`config.mk`:
```
export PLATFORM = sky130hd
export DESIGN_NAME = gpe_status_router
export DESIGN_NICKNAME = d
export VERILOG_FILES = /design/src/rtl/gpe_pkg.sv /design/src/rtl/gpe_event_capture.sv /design/src/rtl/gpe_status_bank.sv /design/src/rtl/gpe_route.sv /design/src/rtl/gpe_status_router.sv
export SDC_FILE = /design/constraint.sdc
export NUM_CORES = 1
export LEC_CHECK = 0
export BUFFER_PORTS_ARGS = -buffer_cell sky130_fd_sc_hd__buf_4
export CAP_MARGIN = 5
export CORE_MARGIN = 2
export CORE_UTILIZATION = 46
export DETAILED_ROUTE_END_ITERATION = 8
export GPL_ROUTABILITY_DRIVEN = 0
export HOLD_SLACK_MARGIN = 0.06
export PLACE_DENSITY_LB_ADDON = 0.1
export REMOVE_ABC_BUFFERS = 1
export SETUP_SLACK_MARGIN = 0.02
export SYNTH_ARGS = -nofsm -noshare
export SYNTH_HDL_FRONTEND = slang
export SYNTH_SLANG_ARGS = --single-unit
```
`constraint.sdc`:
```
create_clock -name clk -period 1.4 [get_ports clk]
set_input_delay 0.28 -clock clk [delete_from_list [all_inputs] [get_ports clk]]
set_output_delay 0.28 -clock clk [all_outputs]
set_load 0.02 [all_outputs]
```
`src/rtl/gpe_pkg.sv`:
```
package gpe_pkg;

  localparam int GPE_W = 32;

  // bit positions the routing logic depends on
  localparam int BIT_SWGPE   = 2;
  localparam int BIT_PME     = 11;
  localparam int BIT_MESCI   = 12;
  localparam int BIT_PME_B0  = 13;

  localparam logic [GPE_W-1:0] GPE_IMPL_MASK  = 32'h000E_FFDE;
  localparam logic [GPE_W-1:0] GPE_LEVEL_MASK = (32'h1 << BIT_SWGPE) | (32'h1 << BIT_MESCI);
  localparam logic [GPE_W-1:0] GPE_PME_MASK   = (32'h1 << BIT_PME) | (32'h1 << BIT_PME_B0);

  typedef enum logic [2:0] {
    PS_S0 = 3'd0,
    PS_S1 = 3'd1,
    PS_S2 = 3'd2,
    PS_S3 = 3'd3,
    PS_S4 = 3'd4,
    PS_S5 = 3'd5
  } pwr_state_e;

  typedef enum logic {
    SEL_STS = 1'b0,
    SEL_EN  = 1'b1
  } bank_sel_e;

  typedef struct packed {
    logic wake;
    logic sci;
    logic smi;
  } route_t;

endpackage

```
`src/rtl/gpe_event_capture.sv`:
```
module gpe_event_capture
  import gpe_pkg::*;
#(
  parameter int              W          = GPE_W,
  parameter logic [W-1:0]    LEVEL_MASK = GPE_LEVEL_MASK
) (
  input  logic         clk,
  input  logic         rst_n,
  input  logic [W-1:0] evt_i,
  output logic [W-1:0] set_o
);

  for (genvar i = 0; i < W; i++) begin : g_src
    if (LEVEL_MASK[i]) begin : g_level
      // level source: request a set every cycle it is active
      assign set_o[i] = evt_i[i];
    end else begin : g_edge
      logic prev_q;
      logic prev_d;

      always_comb prev_d = evt_i[i];

      always_ff @(posedge clk or negedge rst_n) begin
        if (!rst_n) prev_q <= 1'b0;
        else        prev_q <= prev_d;
      end

      assign set_o[i] = evt_i[i] & ~prev_q;
    end
  end

endmodule

```
`src/rtl/gpe_status_bank.sv`:
```
module gpe_status_bank
  import gpe_pkg::*;
#(
  parameter int           W         = GPE_W,
  parameter logic [W-1:0] IMPL_MASK = GPE_IMPL_MASK
) (
  input  logic         clk,
  input  logic         rst_n,
  input  logic [W-1:0] set_i,
  input  logic         wr_i,
  input  logic         sel_i,
  input  logic [W-1:0] wdata_i,
  output logic [W-1:0] rdata_o,
  output logic [W-1:0] sts_o,
  output logic [W-1:0] en_o
);

  logic [W-1:0] sts_q, sts_d;
  logic [W-1:0] en_q,  en_d;
  logic [W-1:0] clr_mask;
  logic         sts_ce, en_ce;
  logic         sts_wr, en_wr;

  always_comb begin
    sts_wr   = wr_i && (sel_i == SEL_STS);
    en_wr    = wr_i && (sel_i == SEL_EN);
    clr_mask = sts_wr ? wdata_i : '0;
    // set has priority over clear
    sts_d    = ((sts_q & ~clr_mask) | set_i) & IMPL_MASK;
    sts_ce   = sts_wr | (|(set_i & IMPL_MASK));
    en_d     = wdata_i & IMPL_MASK;
    en_ce    = en_wr;
  end

  always_ff @(posedge clk or negedge rst_n) begin
    if (!rst_n)      sts_q <= '0;
    else if (sts_ce) sts_q <= sts_d;
  end

  always_ff @(posedge clk or negedge rst_n) begin
    if (!rst_n)     en_q <= '0;
    else if (en_ce) en_q <= en_d;
  end

  always_comb begin
    rdata_o = (sel_i == SEL_EN) ? en_q : sts_q;
    sts_o   = sts_q;
    en_o    = en_q;
  end

endmodule

```
`src/rtl/gpe_route.sv`:
```
module gpe_route
  import gpe_pkg::*;
#(
  parameter int           W        = GPE_W,
  parameter logic [W-1:0] PME_MASK = GPE_PME_MASK
) (
  input  logic         clk,
  input  logic         rst_n,
  input  logic [W-1:0] sts_i,
  input  logic [W-1:0] en_i,
  input  logic [2:0]   slp_state_i,
  input  logic         pbo_i,
  input  logic         sci_en_i,
  input  logic         smi_en_i,
  output logic         wake_o,
  output logic         sci_o,
  output logic         smi_o
);

  route_t       rt_q, rt_d;
  logic [W-1:0] qual;
  logic         any_pend;
  logic         in_s0, asleep, pbo_s5;

  always_comb begin
    in_s0    = (slp_state_i == PS_S0);
    asleep   = (slp_state_i >= PS_S1) && (slp_state_i <= PS_S5);
    pbo_s5   = pbo_i && (slp_state_i == PS_S5);
    qual     = sts_i & en_i & (pbo_s5 ? ~PME_MASK : '1);
    any_pend = |qual;
    rt_d.wake = asleep && any_pend;
    rt_d.sci  = in_s0 && any_pend && sci_en_i;
    rt_d.smi  = in_s0 && any_pend && !sci_en_i && smi_en_i;
  end

  always_ff @(posedge clk or negedge rst_n) begin
    if (!rst_n) rt_q <= '0;
    else        rt_q <= rt_d;
  end

  assign wake_o = rt_q.wake;
  assign sci_o  = rt_q.sci;
  assign smi_o  = rt_q.smi;

endmodule

```
`src/rtl/gpe_status_router.sv`:
```
module gpe_status_router
  import gpe_pkg::*;
#(
  parameter int           W          = GPE_W,
  parameter logic [W-1:0] IMPL_MASK  = GPE_IMPL_MASK,
  parameter logic [W-1:0] LEVEL_MASK = GPE_LEVEL_MASK,
  parameter logic [W-1:0] PME_MASK   = GPE_PME_MASK
) (
  input  logic         clk,
  input  logic         rst_n,
  input  logic         reg_wr_i,
  input  logic         reg_sel_i,
  input  logic [W-1:0] reg_wdata_i,
  output logic [W-1:0] reg_rdata_o,
  input  logic [W-1:0] evt_i,
  input  logic [2:0]   slp_state_i,
  input  logic         pbo_i,
  input  logic         sci_en_i,
  input  logic         smi_en_i,
  output logic         wake_o,
  output logic         sci_o,
  output logic         smi_o
);

  logic [W-1:0] set_req;
  logic [W-1:0] sts_q;
  logic [W-1:0] en_q;

  gpe_event_capture #(.W(W), .LEVEL_MASK(LEVEL_MASK)) u_cap (
    .clk   (clk),
    .rst_n (rst_n),
    .evt_i (evt_i),
    .set_o (set_req)
  );

  gpe_status_bank #(.W(W), .IMPL_MASK(IMPL_MASK)) u_bank (
    .clk     (clk),
    .rst_n   (rst_n),
    .set_i   (set_req),
    .wr_i    (reg_wr_i),
    .sel_i   (reg_sel_i),
    .wdata_i (reg_wdata_i),
    .rdata_o (reg_rdata_o),
    .sts_o   (sts_q),
    .en_o    (en_q)
  );

  gpe_route #(.W(W), .PME_MASK(PME_MASK)) u_route (
    .clk         (clk),
    .rst_n       (rst_n),
    .sts_i       (sts_q),
    .en_i        (en_q),
    .slp_state_i (slp_state_i),
    .pbo_i       (pbo_i),
    .sci_en_i    (sci_en_i),
    .smi_en_i    (smi_en_i),
    .wake_o      (wake_o),
    .sci_o       (sci_o),
    .smi_o       (smi_o)
  );

endmodule

```
==> reports/metrics.yaml <==
crit_buf_inv: 2
dieHeight_um: 74.6
postLayoutCoreUtil: 0.676
worstPathArrival_ns: 1.21
synth.largest_area_cell: "dfrtp_1"
status: "finished, violations left"
dieArea_sq_um: 5560
hold_violations: 0
fillers: 411
antenna_found_initial: 0
insertion_delay_ns: 0.30
skew_ns: 0.00485
grt_most_used_layer: "met2"
ir_worst_vdd_mv: 0.762
cts_buffer_depth: 2
grt_use_met2: 0.298
firstDrtPassIters: 4
grt_max_degree: 32
core_area_sq_um: 4750
synth_edf_count: 0
synth.top_cells.by_count: "dfrtp_1 (52), nand2_1 (33), mux2_2 (24)"
final.setup.worst_slack_ns: -0.0861
cts_made_buffers: 5
layout.nets: 362
drive_gt1_frac: 0.478
synth.most_common_cell: "dfrtp_1"
use_met1: 0.235
wl_per_cell_um: 13.1
io_buffers: 63
p_leak_nw: 1.64
cellPowerDensity_nw_per_um2: 1170
root_buffer: "clkbuf_8"
crit_family: "flip-flops"
min_period_ns: 1.49
overflow: 0
critPathSlowestCell: "dfrtp_1"
cap_violations: 0
drc: 0
dp_hpwl_um: 3080
start_util: 0.482
total_power_w: 0.00375
syn-cell-area_sq_um: 2290
synthArstFlopShare: 1.00
drv_slew: 0
vias: 1631
rsz0062_at_grt: "true"
grt_pass1_vias: 1654
critPathMaxStageDelay_ns: 0.39
setup.worst_path.class: "flip-flop to output pin"
yosysSeqAreaShare: 0.568
viasPerCell: 4.58
clock.fmax_ghz: 0.673
crit_fanout: 2
routed_wirelength_um: 4670
synth_cells: 191
synth_seq_cells: 52
area_growth_syn_to_layout_pct: 40.3
violations: "setup timing"
grt_util_met3: 0.0434
avgSynthCellArea_sq_um: 12.0
htree_num_levels: 2
critPathLaunchType: "flip-flop"
required_ns: 1.12
cts_tree: "built"
grt_pass1_wl_um: 7490
num_rows: 25
dieWidth_um: 74.6
end_kind: "output pin"
synth.distinct_cells: 24
cts.clk_slew.worst_paths_ns: 0.09
synth_top_area_share: 0.568
drt_iter0_drc: 64
io_pins: 109
grt_use_total: 0.178
cp_cell_sequence: "buf_4 > mux2_4 > buf_6"
finalCritPeriodShare: 1.06
yosysWarnings: 0
ant_nets: 0
diodes: 0
numClockSinks: 52
synth_area_leaders: "dfrtp_1 (57%), mux2_2 (12%), mux2_4 (6.6%)"
hold_path.class: "primary input to flip-flop"
setup_violations: 4
ys.flop_type: "dfrtp_1"
[per-layer routing]
metal	routed length [um]	part of all wire
met1	2070	0.44
met2	2340	0.50
met3	243	0.052
met4	22	0.0047
met5	0	0
[final cells by class]
cell class	instances	area [sq um]	area share
flip-flops and latches	52	1300	0.405
multi-input cells	117	857	0.267
repair buffers	96	803	0.250
well taps	67	83.8	0.0261
clock buffers	6	72.6	0.0226
inverters	16	60.1	0.0187
clock inverters	2	35.0	0.0109
[path summary, 6_finish.rpt]
path,start,depth (start not counted),endpoint,slack [ns]
worst min register to register,u_cap.g_src[4].g_edge.prev_q,1,u_bank.sts_o[4],0.41
worst max-delay path,u_bank.sts_o[18],3,reg_rdata_o[18],-0.09
max in group asynchronous,rst_n,3,u_bank.en_o[6],0.53
min in group asynchronous,rst_n,2,u_cap.g_src[8].g_edge.prev_q,0.42
worst min-delay path,evt_i[14],1,u_cap.g_src[14].g_edge.prev_q,0.09
worst max register to register,u_bank.sts_o[18],5,u_route.wake_o,-0.08
[worst register-to-register path, stage by stage, from the launching register on]
cell and delay [ns]:
dfrtp_1 0.39, buf_4 0.14, a222oi_1 0.34, nand3_1 0.20, nor3_2 0.22, a211oi_1 0.08
[placed cells by master (no fill, tap or decap)]
cell           instances
dfrtp_1               52
inv_1                 16
nand3_1                1
nor4bb_1               1
a222oi_1               1
a211oi_1               1
buf_4                 76
a41oi_1                1
buf_12                 1
clkbuf_8               5
clkinv_2               1
conb_1                15
a21o_1                 2
nor2b_1                1
dlygate4sd3_1          1
nor3_1                 1
nand4_1                1
buf_6                 18
a22oi_1                7
nor2_1                 1
o21ai_1               10
nand2_1               33
bufinv_16              1
clkbuf_1               1
nand2_4                1
mux2_4                18
o21ai_0                5
nor3_2                 1
mux2_2                16
[per-stage QoR]
step                cell area, sq um  hold WS [ns]  setup WS (ns)  std cells  TNS (ns)
floorplan                       2190       -0.0156          0.110        185         0
global placement                2780         0.193         0.0226        318         0
detailed placement              2780         0.193         0.0283        318         0
CTS                             3200        0.0796       -0.00314        355  -0.00542
global route                    3210        0.0670         -0.168        356    -0.888
finish                          3210        0.0879        -0.0861        356    -0.279
[cells by family (layout without fill, tap and decap cells)]
logic type	Yosys count	count (layout)	share of synthesized area
DFF	52	52	0.568
and+or+nand+nor	41	41	0.0792
buffers and inverters	36	120	0.0939
muxes	34	34	0.184
AOI/OAI and AO/OA	27	27	0.0737
other	1	15	0.00164
[registers in the layout (all words and copies together), names as in the netlist]
name                       count
u_bank.en_o                   17
u_bank.sts_o                  17
u_cap.g_src.g_edge.prev_q     15
u_route.sci_o                  1
u_route.smi_o                  1
u_route.wake_o                 1
[power breakdown]
group | total [W] | switching, W | leakage [nW] | internal [W]
Sequential | 0.00173 | 0.0000796 | 0.589 | 0.00165
Combinational | 0.00102 | 0.000434 | 0.992 | 0.000582
Clock | 0.00100 | 0.000473 | 0.0552 | 0.000531
Total | 0.00375 | 0.000986 | 1.64 | 0.00276
[what timing repair did]
item,CTS,global route
setup buffers,28,1
hold buffers,1,0
setup endpoints to repair,17,20
pin swaps,2,1
gates resized for setup,24,2
endpoints found under the hold margin,21,0
Power figures use the tool's default switching activity.
